$ cat src/rtl/eth_evt_pkg.sv
package eth_evt_pkg;
  localparam int EVT_W = 16;
  localparam int B_RXB = 0;
  localparam int B_TXB = 1;
  localparam int B_BSY = 2;
  localparam int B_RXF = 3;
  localparam int B_TXE = 4;
  localparam int B_GSC = 7;
  localparam logic [EVT_W-1:0] EVT_VALID =
    (EVT_W'(1) << B_RXB) | (EVT_W'(1) << B_TXB) | (EVT_W'(1) << B_BSY) |
    (EVT_W'(1) << B_RXF) | (EVT_W'(1) << B_TXE) | (EVT_W'(1) << B_GSC);
  typedef enum logic {SEL_EVT = 1'b0, SEL_MASK = 1'b1} reg_sel_e;
endpackage

$ cat src/rtl/eth_evt_sticky.sv
module eth_evt_sticky #(
  parameter int W = 16,
  parameter logic [W-1:0] VALID = '1
) (
  input  logic         clk,
  input  logic         rst_n,
  input  logic [W-1:0] set_i,
  input  logic [W-1:0] clr_i,
  output logic [W-1:0] q_o
);
  for (genvar i = 0; i < W; i++) begin : g_bit
    if (VALID[i]) begin : g_live
      logic b_q;
      always_ff @(posedge clk) begin
        if (!rst_n)        b_q <= 1'b0;
        else if (set_i[i]) b_q <= 1'b1;
        else if (clr_i[i]) b_q <= 1'b0;
      end
      assign q_o[i] = b_q;
    end else begin : g_rsvd
      assign q_o[i] = 1'b0;
    end
  end
endmodule

$ cat src/rtl/eth_gstop_ctl.sv
module eth_gstop_ctl (
  input  logic clk,
  input  logic rst_n,
  input  logic gstop_cmd_i,
  input  logic restart_i,
  input  logic tx_active_i,
  input  logic tx_frame_end_i,
  output logic gsc_set_o,
  output logic pending_o,
  output logic tx_en_o
);
  logic pending_q, halted_q, in_frame, now_done;

  assign in_frame = tx_active_i && !tx_frame_end_i;
  assign now_done = gstop_cmd_i && !in_frame && !pending_q;

  always_ff @(posedge clk) begin
    if (!rst_n) begin
      pending_q <= 1'b0;
      halted_q  <= 1'b0;
    end else begin
      if (pending_q && tx_frame_end_i)  pending_q <= 1'b0;
      else if (gstop_cmd_i && in_frame) pending_q <= 1'b1;
      if (gstop_cmd_i)                  halted_q <= 1'b1;
      else if (restart_i && !pending_q) halted_q <= 1'b0;
    end
  end

  assign gsc_set_o = now_done || (pending_q && tx_frame_end_i);
  assign pending_o = pending_q;
  assign tx_en_o   = !halted_q;
endmodule

$ cat src/rtl/eth_evt_irq.sv
module eth_evt_irq
  import eth_evt_pkg::*;
(
  input  logic             clk,
  input  logic             rst_n,
  input  logic             ev_rxb_i,
  input  logic             ev_txb_i,
  input  logic             ev_bsy_i,
  input  logic             ev_rxf_i,
  input  logic             ev_txe_i,
  input  logic             tx_active_i,
  input  logic             tx_frame_end_i,
  input  logic             gstop_cmd_i,
  input  logic             restart_i,
  output logic             tx_en_o,
  input  logic             reg_sel_i,
  input  logic             reg_wr_i,
  input  logic [EVT_W-1:0] reg_wdata_i,
  output logic [EVT_W-1:0] reg_rdata_o,
  output logic             irq_o
);
  logic [EVT_W-1:0] set_vec, clr_vec, evt_q, mask_q;
  logic             gsc_set, pending;

  eth_gstop_ctl u_gstop (
    .clk(clk), .rst_n(rst_n), .gstop_cmd_i(gstop_cmd_i), .restart_i(restart_i),
    .tx_active_i(tx_active_i), .tx_frame_end_i(tx_frame_end_i),
    .gsc_set_o(gsc_set), .pending_o(pending), .tx_en_o(tx_en_o)
  );

  always_comb begin
    set_vec        = '0;
    set_vec[B_RXB] = ev_rxb_i;
    set_vec[B_TXB] = ev_txb_i;
    set_vec[B_BSY] = ev_bsy_i;
    set_vec[B_RXF] = ev_rxf_i;
    set_vec[B_TXE] = ev_txe_i;
    set_vec[B_GSC] = gsc_set;
  end

  assign clr_vec = (reg_wr_i && reg_sel_i == SEL_EVT) ? reg_wdata_i : '0;

  eth_evt_sticky #(.W(EVT_W), .VALID(EVT_VALID)) u_evt (
    .clk(clk), .rst_n(rst_n), .set_i(set_vec), .clr_i(clr_vec), .q_o(evt_q)
  );

  always_ff @(posedge clk) begin
    if (!rst_n) mask_q <= '0;
    else if (reg_wr_i && reg_sel_i == SEL_MASK) mask_q <= reg_wdata_i & EVT_VALID;
  end

  assign reg_rdata_o = (reg_sel_i == SEL_MASK) ? mask_q : evt_q;
  assign irq_o       = |(evt_q & mask_q);
endmodule

$ cat config.mk
export PLATFORM = sky130hd
export DESIGN_NAME = eth_evt_irq
export DESIGN_NICKNAME = d
export VERILOG_FILES = /design/src/rtl/eth_evt_pkg.sv /design/src/rtl/eth_evt_sticky.sv /design/src/rtl/eth_gstop_ctl.sv /design/src/rtl/eth_evt_irq.sv
export SDC_FILE = /design/constraint.sdc
export NUM_CORES = 1
export LEC_CHECK = 0
export ABC_AREA = 1
export ABC_CLOCK_PERIOD_IN_PS = 1900
export CAP_MARGIN = 20
export CORE_MARGIN = 2
export CORE_UTILIZATION = 42
export CTS_CLUSTER_DIAMETER = 100
export DETAILED_ROUTE_END_ITERATION = 16
export GPL_ROUTABILITY_DRIVEN = 0
export PLACE_DENSITY = 0.87
export SLEW_MARGIN = 25
export SYNTH_ARGS = -nofsm -noshare
export SYNTH_HDL_FRONTEND = slang
export SYNTH_HIERARCHICAL = 1
export SYNTH_SLANG_ARGS = --single-unit
$ cat constraint.sdc
create_clock -name clk -period 1.9 [get_ports clk]
set_clock_uncertainty 0.05 [all_clocks]
set_input_delay 0.38 -clock clk [delete_from_list [all_inputs] [get_ports clk]]
set_output_delay 0.38 -clock clk [all_outputs]
set_load 0.02 [all_outputs]
**Word-level counts from Yosys, hierarchy flattened**

Index checks and enable logic that the tools add are counted.

- Bitwise logic cells: 3
- Multiplexer cells: 16
- Reduce and logical (&&, ||, !) cells: 22

Operator list:

| kind | number |
|---|---|
| 8-bit 2-to-1 mux | 2 |
| 16-bit OR reduction | 1 |
| 1-bit 2-to-1 mux | 14 |
| 2-bit nonzero test | 7 |
| 8-bit bitwise AND | 1 |
| 1-bit logical AND | 8 |
| 1-bit zero test | 4 |
| 1-bit inverter | 2 |
| 2-bit OR reduction | 1 |
| 1-bit logical OR | 1 |

- Bits in registers: 14
- Word-level logic and storage cells: 50

**Logic depth before layout (Yosys ltp)**

- Depth after elaboration: 7
- Depth in mapped cells: 7
- Depth with buffers taken out: 6

**Hierarchy**

The synthesis kept the hierarchy.

Modules (own cells, without submodules):

| module | area each (µm²) | times used | cells an instance |
|---|---|---|---|
| eth_evt_irq | 565.5 | 1 | 120 |
| eth_evt_sticky | 345.3 | 1 | 48 |
| eth_gstop_ctl | 110.1 | 1 | 17 |

**Least setup slack after synthesis**

No wires, ideal clock.

- Kind: input to output
- Start point: in reg_sel_i
- End point: out reg_rdata_o[0]
- Data arrival time: 0.930 ns
- Buffers on the path: 1
- Path slack: 0.540 ns
- Stages on the path: 3
- Cells stage by stage: inv_1 > buf_2 > o21ai_1

- Longest elaborated chain between the ends: 1

RTL lines:

| item | RTL line | source |
|---|---|---|
| from (decl) | eth_evt_irq.sv:16 | `input logic reg_sel_i,` |
| 8-bit 2-to-1 mux | eth_evt_irq.sv:52 | `assign reg_rdata_o = (reg_sel_i == SEL_MASK) ? mask_q : evt_q;` |
| to (decl) | eth_evt_irq.sv:19 | `output logic [EVT_W-1:0] reg_rdata_o,` |

No other way between the ends.

**Worst setup path after layout**

Ends and elaborated chain as after synthesis.

==> results.json <==
{
  "status": "complete, no violations",
  "path_class": "input pin to output pin",
  "die_w_um": 51.4,
  "h-tree-depth": 1,
  "worst_ep_arrival_time_ns": 1.29,
  "cts_buffer_depth": 2,
  "whs_ns": 0.429,
  "place_area_mm2": 0.00114,
  "syn_inst": 164,
  "irDropWorstVdd_v": 0.000365,
  "ioPinCount": 47,
  "layout.nets": 218,
  "initial_core_util_pct": 43.4,
  "diodes": 0,
  "track_usage_pct": 14.7,
  "drt-wirelength-per-cell_um": 8.22,
  "grt_remaining_overflow": 0,
  "power_density_mw_per_mm2": 621,
  "area_delta_synth_final_pct": 27.5,
  "grt_max_degree": 13,
  "io_buffers": 26,
  "clkSlewWorstSetupHoldPaths_ns": 0.09,
  "hold_end": "u_gstop/halted_q$_SDFFE_PN0P_",
  "totalWireLength_mm": 1.78,
  "whs_path_depth": 2,
  "rsz0062_at_grt": "false",
  "rr_endpoint": "u_evt/g_bit[7].g_live.b_q$_SDFFE_PN0P_",
  "period_share_pct": 90.4,
  "vias": 853,
  "viasPerCell": 3.95,
  "hold_path.class": "register to register",
  "die_y_um": 51.4,
  "drtPass1Iterations": 5,
  "antenna_found_initial": 0,
  "synth.avg_cell_area_um2": 5.74,
  "cts_buffers": 3,
  "route.detailed.drc": 0,
  "grt_pass1_wl_mm": 2.86,
  "totalPowerFinal_uw": 746,
  "max_cap_violations": 0,
  "layout_min_cycle_time_ns": 1.72,
  "hold_buffers": 0,
  "ant_nets": 0,
  "dpl.cell_count": 208,
  "setup_violations": 0,
  "fmax_ghz": 0.582,
  "grt_pass1_vias": 723,
  "critPathRequiredTime_ns": 1.47,
  "reg2reg_depth": 5,
  "drive_gt1_share_pct": 10.1,
  "synth_warnings": 6,
  "layout.cells.non_filler": 216,
  "slew_violations": 0,
  "critPathMaxFanout": 5,
  "fin_area_mm2": 0.00120,
  "power.leakage_nw": 0.617,
  "finalSetupTns_ns": 0,
  "cp-end-kind": "output pin",
  "rr_startpoint": "u_gstop/pending_o$_SDFFE_PP0P_",
  "cts_root_buffer": "clkbuf_4",
  "crit_path_start_kind": "input pin",
  "clk_latency_ns": 0.28,
  "first_iter_violations": 9,
  "cts_tree": "yes",
  "rrSetupSlack_ns": 1.09,
  "row_count": 17,
  "netlist_area_um2": 942,
  "hold_viol_final": 0,
  "core_area_mm2": 0.00217,
  "dpl.hpwl_mm": 1.31,
  "clock-sinks": 14,
  "min_from": "u_gstop/halted_q$_SDFFE_PN0P_",
  "die-area_mm2": 0.00264
}
-- what timing repair did --
action / CTS / global route
buffers inserted: 3 / 0
gates cloned: 1 / 0
gates resized for setup: 18 / 1
endpoints found under the setup margin: 7 / 5
-- cells in the final DEF, fill, tap and decap left out --
| master | n |
|---|---|
| inv_1 | 39 |
| nand2_1 | 39 |
| nor2_1 | 29 |
| clkdlybuf4s50_1 | 18 |
| dfxtp_1 | 14 |
| conb_1 | 10 |
| a21oi_1 | 7 |
| o21ai_1 | 6 |
| buf_4 | 4 |
| nand2_2 | 3 |
| clkbuf_4 | 3 |
| clkdlybuf4s15_1 | 3 |
| clkinvlp_4 | 2 |
| dlygate4sd2_1 | 2 |
| clkdlybuf4s15_2 | 2 |
| inv_2 | 2 |
| nand3_1 | 2 |
| clkbuf_8 | 1 |
| clkbuf_2 | 1 |
| a21oi_2 | 1 |
-- power by group --
group	internal, mW	switching, mW	total (mW)
combinational	0.0876	0.112	0.199
clock	0.117	0.103	0.220
sequential	0.314	0.0131	0.327
-- through the flow --
| stage | setup WS (ns) | util (%) |
|---|---|---|
| after floorplan | 0.540 | - |
| after global placement | -0.429 | 52.4 |
| after detailed placement | -0.438 | 52.4 |
| after CTS | 0.0212 | 55.6 |
| after global routing | 0.158 | 55.4 |
| final | 0.183 | 55.4 |
-- flip-flops by register name (all words and copies together) (netlist names) --
| signal | cells |
|---|---|
| u_gstop/pending_o | 1 |
| mask_q | 6 |
| u_evt/g_bit.g_live.b_q | 6 |
| u_gstop/halted_q | 1 |
-- per-layer routing --
| metal | global-route usage [%] | wire length (um) | part of all wire [%] |
|---|---|---|---|
| met5 | 0 | 0 | 0 |
| met4 | 7.89 | 17 | 0.96 |
| met3 | 2.05 | 94 | 5.3 |
| met2 | 26.7 | 859 | 48 |
| met1 | 16.3 | 804 | 45 |
-- worst max path at each step --
stage	to	start	slack, ns
final	reg_rdata_o[0]	reg_sel_i	0.18
after floorplan	reg_rdata_o[0]	reg_sel_i	0.54
after detailed placement	reg_rdata_o[7]	reg_sel_i	-0.44
after global routing	reg_rdata_o[7]	reg_sel_i	0.16
after global placement	reg_rdata_o[7]	reg_sel_i	-0.43
after CTS	reg_rdata_o[0]	reg_sel_i	0.02
-- layout make-up --
type	count	area (um2)
clock buffer	4	36.3
timing repair inverter	1	7.51
inverter	42	161
multi-input combinational	97	395
fill	222	968
tap	28	35.0
sequential	14	280
timing repair buffer	30	285
-- worst max-delay path: stages --
cell and delay [ns]:
clkbuf_2 0.16, clkinvlp_4 0.16, buf_4 0.17, o21ai_1 0.10
clkdlybuf4s15_1 0.31
(Power assumes the default switching activity.)
